`src/rtl/sec_pkg.sv`:
```
package sec_pkg;

  localparam int NCH    = 2;
  localparam int CH_LOC = 0;
  localparam int CH_REF = 1;

  // width that holds separations up to tmo+1 with margin
  function automatic int sec_sep_width(input int tmo_half);
    return $clog2(tmo_half + 2) + 1;
  endfunction

  // window verdict: 1 means the gap lies outside the selected window
  function automatic logic sec_outside(input int sep, input logic tight,
                                       input int wide_lim, input int tight_lim);
    int lim;
    lim = tight ? tight_lim : wide_lim;
    return sep > lim;
  endfunction

  // timeout reached once the checked span meets the limit
  function automatic logic sec_span_done(input int span, input int tmo_half);
    return span >= tmo_half;
  endfunction

endpackage

```
`src/rtl/sec_dual_edge_sampler.sv`:
```
module sec_dual_edge_sampler #(
  parameter int STAGES = 2
) (
  input  logic clk,
  input  logic rst_n,
  input  logic din,
  output logic pos_q,
  output logic neg_q
);

  logic [STAGES-1:0] pos_sh;
  logic [STAGES-1:0] neg_sh;

  generate
    if (STAGES == 1) begin : g_single
      always_ff @(posedge clk or negedge rst_n) begin
        if (!rst_n) pos_sh <= '0;
        else        pos_sh <= din;
      end
      always_ff @(negedge clk or negedge rst_n) begin
        if (!rst_n) neg_sh <= '0;
        else        neg_sh <= din;
      end
    end else begin : g_chain
      always_ff @(posedge clk or negedge rst_n) begin
        if (!rst_n) pos_sh <= '0;
        else        pos_sh <= {pos_sh[STAGES-2:0], din};
      end
      always_ff @(negedge clk or negedge rst_n) begin
        if (!rst_n) neg_sh <= '0;
        else        neg_sh <= {neg_sh[STAGES-2:0], din};
      end
    end
  endgenerate

  assign pos_q = pos_sh[STAGES-1];
  assign neg_q = neg_sh[STAGES-1];

endmodule

```
`src/rtl/sec_rise_finder.sv`:
```
module sec_rise_finder (
  input  logic clk,
  input  logic rst_n,
  input  logic pos_q,
  input  logic neg_q,
  output logic rise_a,
  output logic rise_b
);

  // Per fast cycle two half-slots are seen in time order:
  // slot A = pos_q (older), slot B = neg_q (newer).
  logic last_q;

  always_ff @(posedge clk or negedge rst_n) begin
    if (!rst_n) last_q <= 1'b0;
    else        last_q <= neg_q;
  end

  assign rise_a = pos_q & ~last_q;
  assign rise_b = neg_q & ~pos_q;

endmodule

```
`src/rtl/sec_sep_meter.sv`:
```
module sec_sep_meter
  import sec_pkg::*;
#(
  parameter int WIDE_HALF  = 2,
  parameter int TIGHT_HALF = 1,
  parameter int TMO_HALF   = 4,
  localparam int SEP_W     = sec_sep_width(TMO_HALF)
) (
  input  logic             clk,
  input  logic             rst_n,
  input  logic             en,
  input  logic             tight,
  input  logic [NCH-1:0]   rise_a,
  input  logic [NCH-1:0]   rise_b,
  output logic             verdict_vld,
  output logic             verdict_bad,
  output logic             verdict_tmo,
  output logic [SEP_W-1:0] verdict_sep,
  output logic             busy
);

  logic             busy_q, nxt_busy;
  logic             first_q, nxt_first;
  logic [SEP_W-1:0] el_q, nxt_el;
  logic             c_a, c_b;

  assign c_a = rise_a[1];
  assign c_b = rise_b[1];

  always_comb begin
    nxt_busy    = busy_q;
    nxt_first   = first_q;
    nxt_el      = el_q;
    verdict_vld = 1'b0;
    verdict_tmo = 1'b0;
    verdict_sep = '0;
    if (!en) begin
      nxt_busy = 1'b0;
      nxt_el   = '0;
    end else if (!busy_q) begin
      if (&rise_a) begin
        verdict_vld = 1'b1;
      end else if (|rise_a) begin
        if (rise_b[~c_a]) begin
          verdict_vld = 1'b1;
          verdict_sep = SEP_W'(1);
        end else begin
          nxt_busy  = 1'b1;
          nxt_first = c_a;
          nxt_el    = SEP_W'(1);
        end
      end else if (&rise_b) begin
        verdict_vld = 1'b1;
      end else if (|rise_b) begin
        nxt_busy  = 1'b1;
        nxt_first = c_b;
        nxt_el    = '0;
      end
    end else begin
      if (rise_a[~first_q]) begin
        verdict_vld = 1'b1;
        verdict_sep = el_q + SEP_W'(1);
        nxt_busy    = 1'b0;
      end else if (rise_b[~first_q]) begin
        verdict_vld = 1'b1;
        verdict_sep = el_q + SEP_W'(2);
        nxt_busy    = 1'b0;
      end else if (sec_span_done(int'(el_q) + 2, TMO_HALF)) begin
        verdict_vld = 1'b1;
        verdict_tmo = 1'b1;
        verdict_sep = el_q + SEP_W'(2);
        nxt_busy    = 1'b0;
      end else begin
        nxt_el = el_q + SEP_W'(2);
      end
    end
  end

  assign verdict_bad = verdict_vld &
                       (verdict_tmo |
                        sec_outside(int'(verdict_sep), tight, WIDE_HALF, TIGHT_HALF));
  assign busy = busy_q;

  always_ff @(posedge clk or negedge rst_n) begin
    if (!rst_n) begin
      busy_q  <= 1'b0;
      first_q <= 1'b0;
      el_q    <= '0;
    end else begin
      busy_q  <= nxt_busy;
      first_q <= nxt_first;
      el_q    <= nxt_el;
    end
  end

endmodule

```
`src/rtl/slow_edge_coincidence.sv`:
```
module slow_edge_coincidence
  import sec_pkg::*;
#(
  parameter int SYNC_STAGES = 2,
  parameter int WIDE_HALF   = 2,
  parameter int TIGHT_HALF  = 1,
  parameter int TMO_HALF    = 4
) (
  input  logic clk_fast,
  input  logic rst_n,
  input  logic slow_loc,
  input  logic slow_ref,
  input  logic det_en,
  input  logic tight_mode,
  output logic sync_flag
);

  localparam int SEP_W = sec_sep_width(TMO_HALF);

  logic [NCH-1:0]   slow_in;
  logic [NCH-1:0]   smp_pos, smp_neg;
  logic [NCH-1:0]   rise_a, rise_b;
  logic             verdict_vld, verdict_bad, verdict_tmo, meas_busy;
  logic [SEP_W-1:0] verdict_sep;
  logic             flag_q;

  assign slow_in[CH_LOC] = slow_loc;
  assign slow_in[CH_REF] = slow_ref;

  generate
    for (genvar g = 0; g < NCH; g++) begin : g_ch
      sec_dual_edge_sampler #(.STAGES(SYNC_STAGES)) u_smp (
        .clk   (clk_fast),
        .rst_n (rst_n),
        .din   (slow_in[g]),
        .pos_q (smp_pos[g]),
        .neg_q (smp_neg[g])
      );
      sec_rise_finder u_rise (
        .clk    (clk_fast),
        .rst_n  (rst_n),
        .pos_q  (smp_pos[g]),
        .neg_q  (smp_neg[g]),
        .rise_a (rise_a[g]),
        .rise_b (rise_b[g])
      );
    end
  endgenerate

  sec_sep_meter #(
    .WIDE_HALF  (WIDE_HALF),
    .TIGHT_HALF (TIGHT_HALF),
    .TMO_HALF   (TMO_HALF)
  ) u_meter (
    .clk         (clk_fast),
    .rst_n       (rst_n),
    .en          (det_en),
    .tight       (tight_mode),
    .rise_a      (rise_a),
    .rise_b      (rise_b),
    .verdict_vld (verdict_vld),
    .verdict_bad (verdict_bad),
    .verdict_tmo (verdict_tmo),
    .verdict_sep (verdict_sep),
    .busy        (meas_busy)
  );

  always_ff @(posedge clk_fast or negedge rst_n) begin
    if (!rst_n)           flag_q <= 1'b0;
    else if (!det_en)     flag_q <= 1'b0;
    else if (verdict_vld) flag_q <= verdict_bad;
  end

  assign sync_flag = det_en & flag_q;

endmodule

```
`config.mk`:
```
export PLATFORM = sky130hd
export DESIGN_NAME = slow_edge_coincidence
export DESIGN_NICKNAME = d
export VERILOG_FILES = /design/src/rtl/sec_pkg.sv /design/src/rtl/sec_dual_edge_sampler.sv /design/src/rtl/sec_rise_finder.sv /design/src/rtl/sec_sep_meter.sv /design/src/rtl/slow_edge_coincidence.sv
export SDC_FILE = /design/constraint.sdc
export NUM_CORES = 1
export LEC_CHECK = 0
export BUFFER_PORTS_ARGS = -buffer_cell sky130_fd_sc_hd__buf_2
export CAP_MARGIN = 0
export CORE_AREA = 5 5 49 51
export CTS_BUF_LIST = sky130_fd_sc_hd__clkbuf_8
export DETAILED_ROUTE_END_ITERATION = 7
export DIE_AREA = 0 0 54 56
export GPL_TIMING_DRIVEN = 0
export PLACE_DENSITY_LB_ADDON = 0.25
export SETUP_SLACK_MARGIN = 0.4
export SLEW_MARGIN = 20
export SYNTH_ARGS = -nofsm -noshare
export SYNTH_HDL_FRONTEND = slang
export SYNTH_HIERARCHICAL = 1
export SYNTH_SLANG_ARGS = --single-unit
```
`constraint.sdc`:
```
create_clock -name clk_fast -period 6.6 [get_ports clk_fast]
set_clock_uncertainty 0.05 [all_clocks]
set_input_delay 0.33 -clock clk_fast [delete_from_list [all_inputs] [get_ports clk_fast]]
set_output_delay 0.33 -clock clk_fast [all_outputs]
set_load 0.01 [all_outputs]
```
### Word level (Yosys, flattened, before mapping)

Cells that the tools add are included.

| cells by class | value |
|---|---|
| magnitude comparators | 4 |
| equality and inequality tests | 10 |
| $add $sub $neg | 3 |
| reduce and logical (&&, ||, !) cells | 7 |
| muxes and demuxes | 54 |
| bitwise gates (word level) | 15 |

Operator list:

| cell | count |
|---|---|
| two-way mux 4 bit | 17 |
| two-way mux 1 bit | 36 |
| greater-or-equal comparator 32 x 4 -> 1 bit (second input constant) | 1 |
| greater-than comparator 5 x 32 -> 1 bit | 1 |
| != test 3 bit (second input constant) | 3 |
| inverter 1 bit | 8 |
| AND reduction 7 bit | 1 |
| AND 1 bit | 6 |
| AND reduction 6 bit | 1 |
| adder 4 x 2 -> 5 bit (second input constant) | 1 |
| adder 4 x 1 -> 4 bit (second input constant) | 1 |
| adder 4 x 2 -> 4 bit (second input constant) | 1 |
| less-than comparator 1 x 2 -> 1 bit (second input constant) | 2 |
| != test 2 x 1 -> 1 bit (second input constant) | 2 |
| != test 4 x 1 -> 1 bit (second input constant) | 1 |
| != test 4 x 2 -> 1 bit (second input constant) | 1 |
| != test 4 x 3 -> 1 bit (second input constant) | 1 |
| AND reduction 2 bit | 2 |
| OR reduction 2 bit | 2 |
| != test 3 x 2 -> 1 bit (second input constant) | 1 |
| two-way mux 2 bit | 1 |
| != test 2 bit (second input constant) | 1 |
| nonzero test 2 bit | 1 |
| bitwise OR 1 bit | 1 |

| word-level totals | value |
|---|---|
| output and inout bits | 1 |
| word-level logic and storage cells | 103 |
| bits in registers | 17 |
| input port bits | 6 |

### Longest topological paths before layout

| depth | value |
|---|---|
| depth after elaboration | 15 |
| depth in mapped cells | 12 |
| gate-level depth less buffers | 12 |

### Hierarchy

The synthesis kept the hierarchy.

By module, submodules not included:

| module | area each (sq um) | times used | cells an instance | seq. area each (sq um) |
|---|---|---|---|---|
| sec_sep_meter | 680.7 | 1 | 88 | 150.1 |
| sec_dual_edge_sampler | 100.1 | 2 | 4 | 100.1 |
| sec_rise_finder | 40.0 | 2 | 3 | 25.0 |
| slow_edge_coincidence | 47.5 | 1 | 4 | 25.0 |

==> results.sh <==
export IMPL_syn_area_per_cell_um2=9.76
export IMPL_core_area_um2=1900
export IMPL_routabilityCongestion=0.852
export IMPL_rsz0062_at_grt="false"
export IMPL_ios=7
export IMPL_power_density_nw_per_um2=225
export IMPL_drtIter0Drc=12
export IMPL_drtPass1Iterations=4
export IMPL_worst_slew_pin_transition_ps=362
export IMPL_die_x_um=54
export IMPL_min_path_type="in2reg"
export IMPL_finalSetupViolCount=0
export IMPL_cts_buffers=3
export IMPL_hold_worst_slack_ps=138
export IMPL_routed_via_density=5.22
export IMPL_grt_usage=0.142
export IMPL_ant_nets=0
export IMPL_vias=731
export IMPL_grt_overflow=0
export IMPL_place_area_um2=1040
export IMPL_grt_pass1_vias=718
export IMPL_syn_inst=100
export IMPL_port_buffers=6
export IMPL_root_buffer="clkbuf_8"
export IMPL_drv_slew=0
export IMPL_area_delta_synth_final_pct=16.9
export IMPL_critical_path_max_fanout=5
export IMPL_cp_start_kind="flop"
export IMPL_path_clk_slew_ps=60
export IMPL_max_clock_path_buffers=2
export IMPL_required_ps=6690
export IMPL_grt_max_degree=18
export IMPL_status="finished, final reports clean"
export IMPL_layout_drive_gt1_share=0.257
export IMPL_arrival_ps=6040
export IMPL_yosys_warnings=6
export IMPL_initial_core_util=0.513
export IMPL_antenna_cells=0
export IMPL_clkLatencyLatePin_ps=270
export IMPL_slew_headroom=0.758
export IMPL_wl_per_cell_um=12.8
export IMPL_drc=0
export IMPL_synth_area_um2=976
export IMPL_drv_cap=0
export IMPL_cts_sinks=17
export IMPL_placementRows=16
export IMPL_htreeDepth=1
export IMPL_setup_tns_ps=0
export IMPL_ir_drop_uv=177
export IMPL_fillers=167
export IMPL_fin_util=0.600
export IMPL_fin_area_um2=1140
export IMPL_dp_final_hpwl_um=1270
export IMPL_antenna_found_initial=0
export IMPL_fp_dieH_um=56
export IMPL_endpoint_kind="flop"
export IMPL_wl_um=1790
export IMPL_synthesis_nets=113
export IMPL_final_nets=127
export IMPL_critPathKind="reg2reg"
export IMPL_p_leak_nw=0.531
export IMPL_dieArea_um2=3020
export IMPL_grt_pass1_wl_um=3120
export IMPL_cts_tree="built"
export IMPL_finalHoldViolCount=0
[sequential cells by signal, indices dropped and copies added (netlist names)]
| signal | cells |
|---|---|
| g_ch.u_smp/neg_sh | 4 |
| g_ch.u_smp/pos_sh | 4 |
| u_meter/el_q | 4 |
| g_ch.u_rise/last_q | 2 |
| flag_q | 1 |
| u_meter/busy | 1 |
| u_meter/first_q | 1 |
[repair_timing]
| item | 4_1_cts | 5_1_grt |
|---|---|---|
| hold buffers | 1 | 0 |
| setup endpoints to repair | 1 | 1 |
| pin swaps | 0 | 1 |
| endpoints found under the hold margin | 13 | 0 |
| resized for setup | 3 | 4 |
| setup buffers | 0 | 2 |
[per-layer routing]
layer | global-route usage | up-vias | wire [um] | part of all wire
met5 | 0 | - | 0 | 0
met4 | 0.0890 | 0 | 33 | 0.018
met3 | 0.0375 | 4 | 89 | 0.050
met2 | 0.185 | 17 | 768 | 0.43
met1 | 0.202 | 336 | 901 | 0.50
li1 | - | 374 | - | -
[power breakdown]
part | switching (mW) | internal, mW | total, mW
sequential | 0.00836 | 0.112 | 0.120
clock | 0.0358 | 0.0420 | 0.0777
combinational | 0.0321 | 0.0271 | 0.0592
[worst max-delay path, cell delays in order (launching register included)]
cell	delay, ps
dfrtn_1	400
nor2b_4	190
nor3_1	70
a31o_2	260
a31oi_4	190
and3_1	190
ha_1	240
nor2b_1	130
o21ai_1	170
o21ai_0	110
o32a_1	300
mux2i_1	160
nor2b_1	60
[cell usage in the layout, fill, tap and decap left out, drive strengths merged, types with 2 or more instances in the layout]
| cell | instances |
|---|---|
| clkbuf | 3 |
| buf | 9 |
| a31oi | 3 |
| a311oi | 2 |
| dfrtn | 4 |
| nor3 | 3 |
| and3 | 3 |
| mux2i | 2 |
| inv | 8 |
| nand2 | 6 |
| o21ai | 5 |
| ha | 7 |
| xnor2 | 2 |
| nor2 | 8 |
| or2 | 2 |
| nor2b | 7 |
| and2 | 2 |
| nand3 | 3 |
| dfrtp | 13 |
| a21oi | 7 |
[layout make-up]
class	instances	area, um2	area share
sequential	17	425	0.373
clock inverter	1	5.00	0.00439
tap	27	33.8	0.0296
clock buffer	3	41.3	0.0362
buffer	1	5.00	0.00439
multi-input combinational	74	546	0.478
inverter	8	30.0	0.0263
timing repair buffer	9	55.1	0.0482
[worst paths after layout]
check                                        start                 endpoint  slack [ps]  cells past startpoint
max reg2reg                g_ch[1].u_smp/neg_sh[1]                   flag_q         650                     12
min                                       slow_ref  g_ch[1].u_smp/pos_sh[0]         140                      1
min in group asynchronous                    rst_n  g_ch[0].u_smp/pos_sh[1]         470                      2
max                        g_ch[1].u_smp/neg_sh[1]                   flag_q         650                     12
max in group asynchronous                    rst_n  g_ch[1].u_smp/neg_sh[1]        2560                      2
min reg2reg                g_ch[0].u_smp/neg_sh[0]  g_ch[0].u_smp/neg_sh[1]         250                      0
[per-stage QoR]
step	power, mW	cells	worst slack (ps)
finish	0.257	140	653
global route	0.273	140	411
CTS	0.255	138	469
detailed placement	0.175	133	231
global placement	0.173	133	296
floorplan	0.161	100	643
No activity file was read; power rests on OpenSTA's default activity.
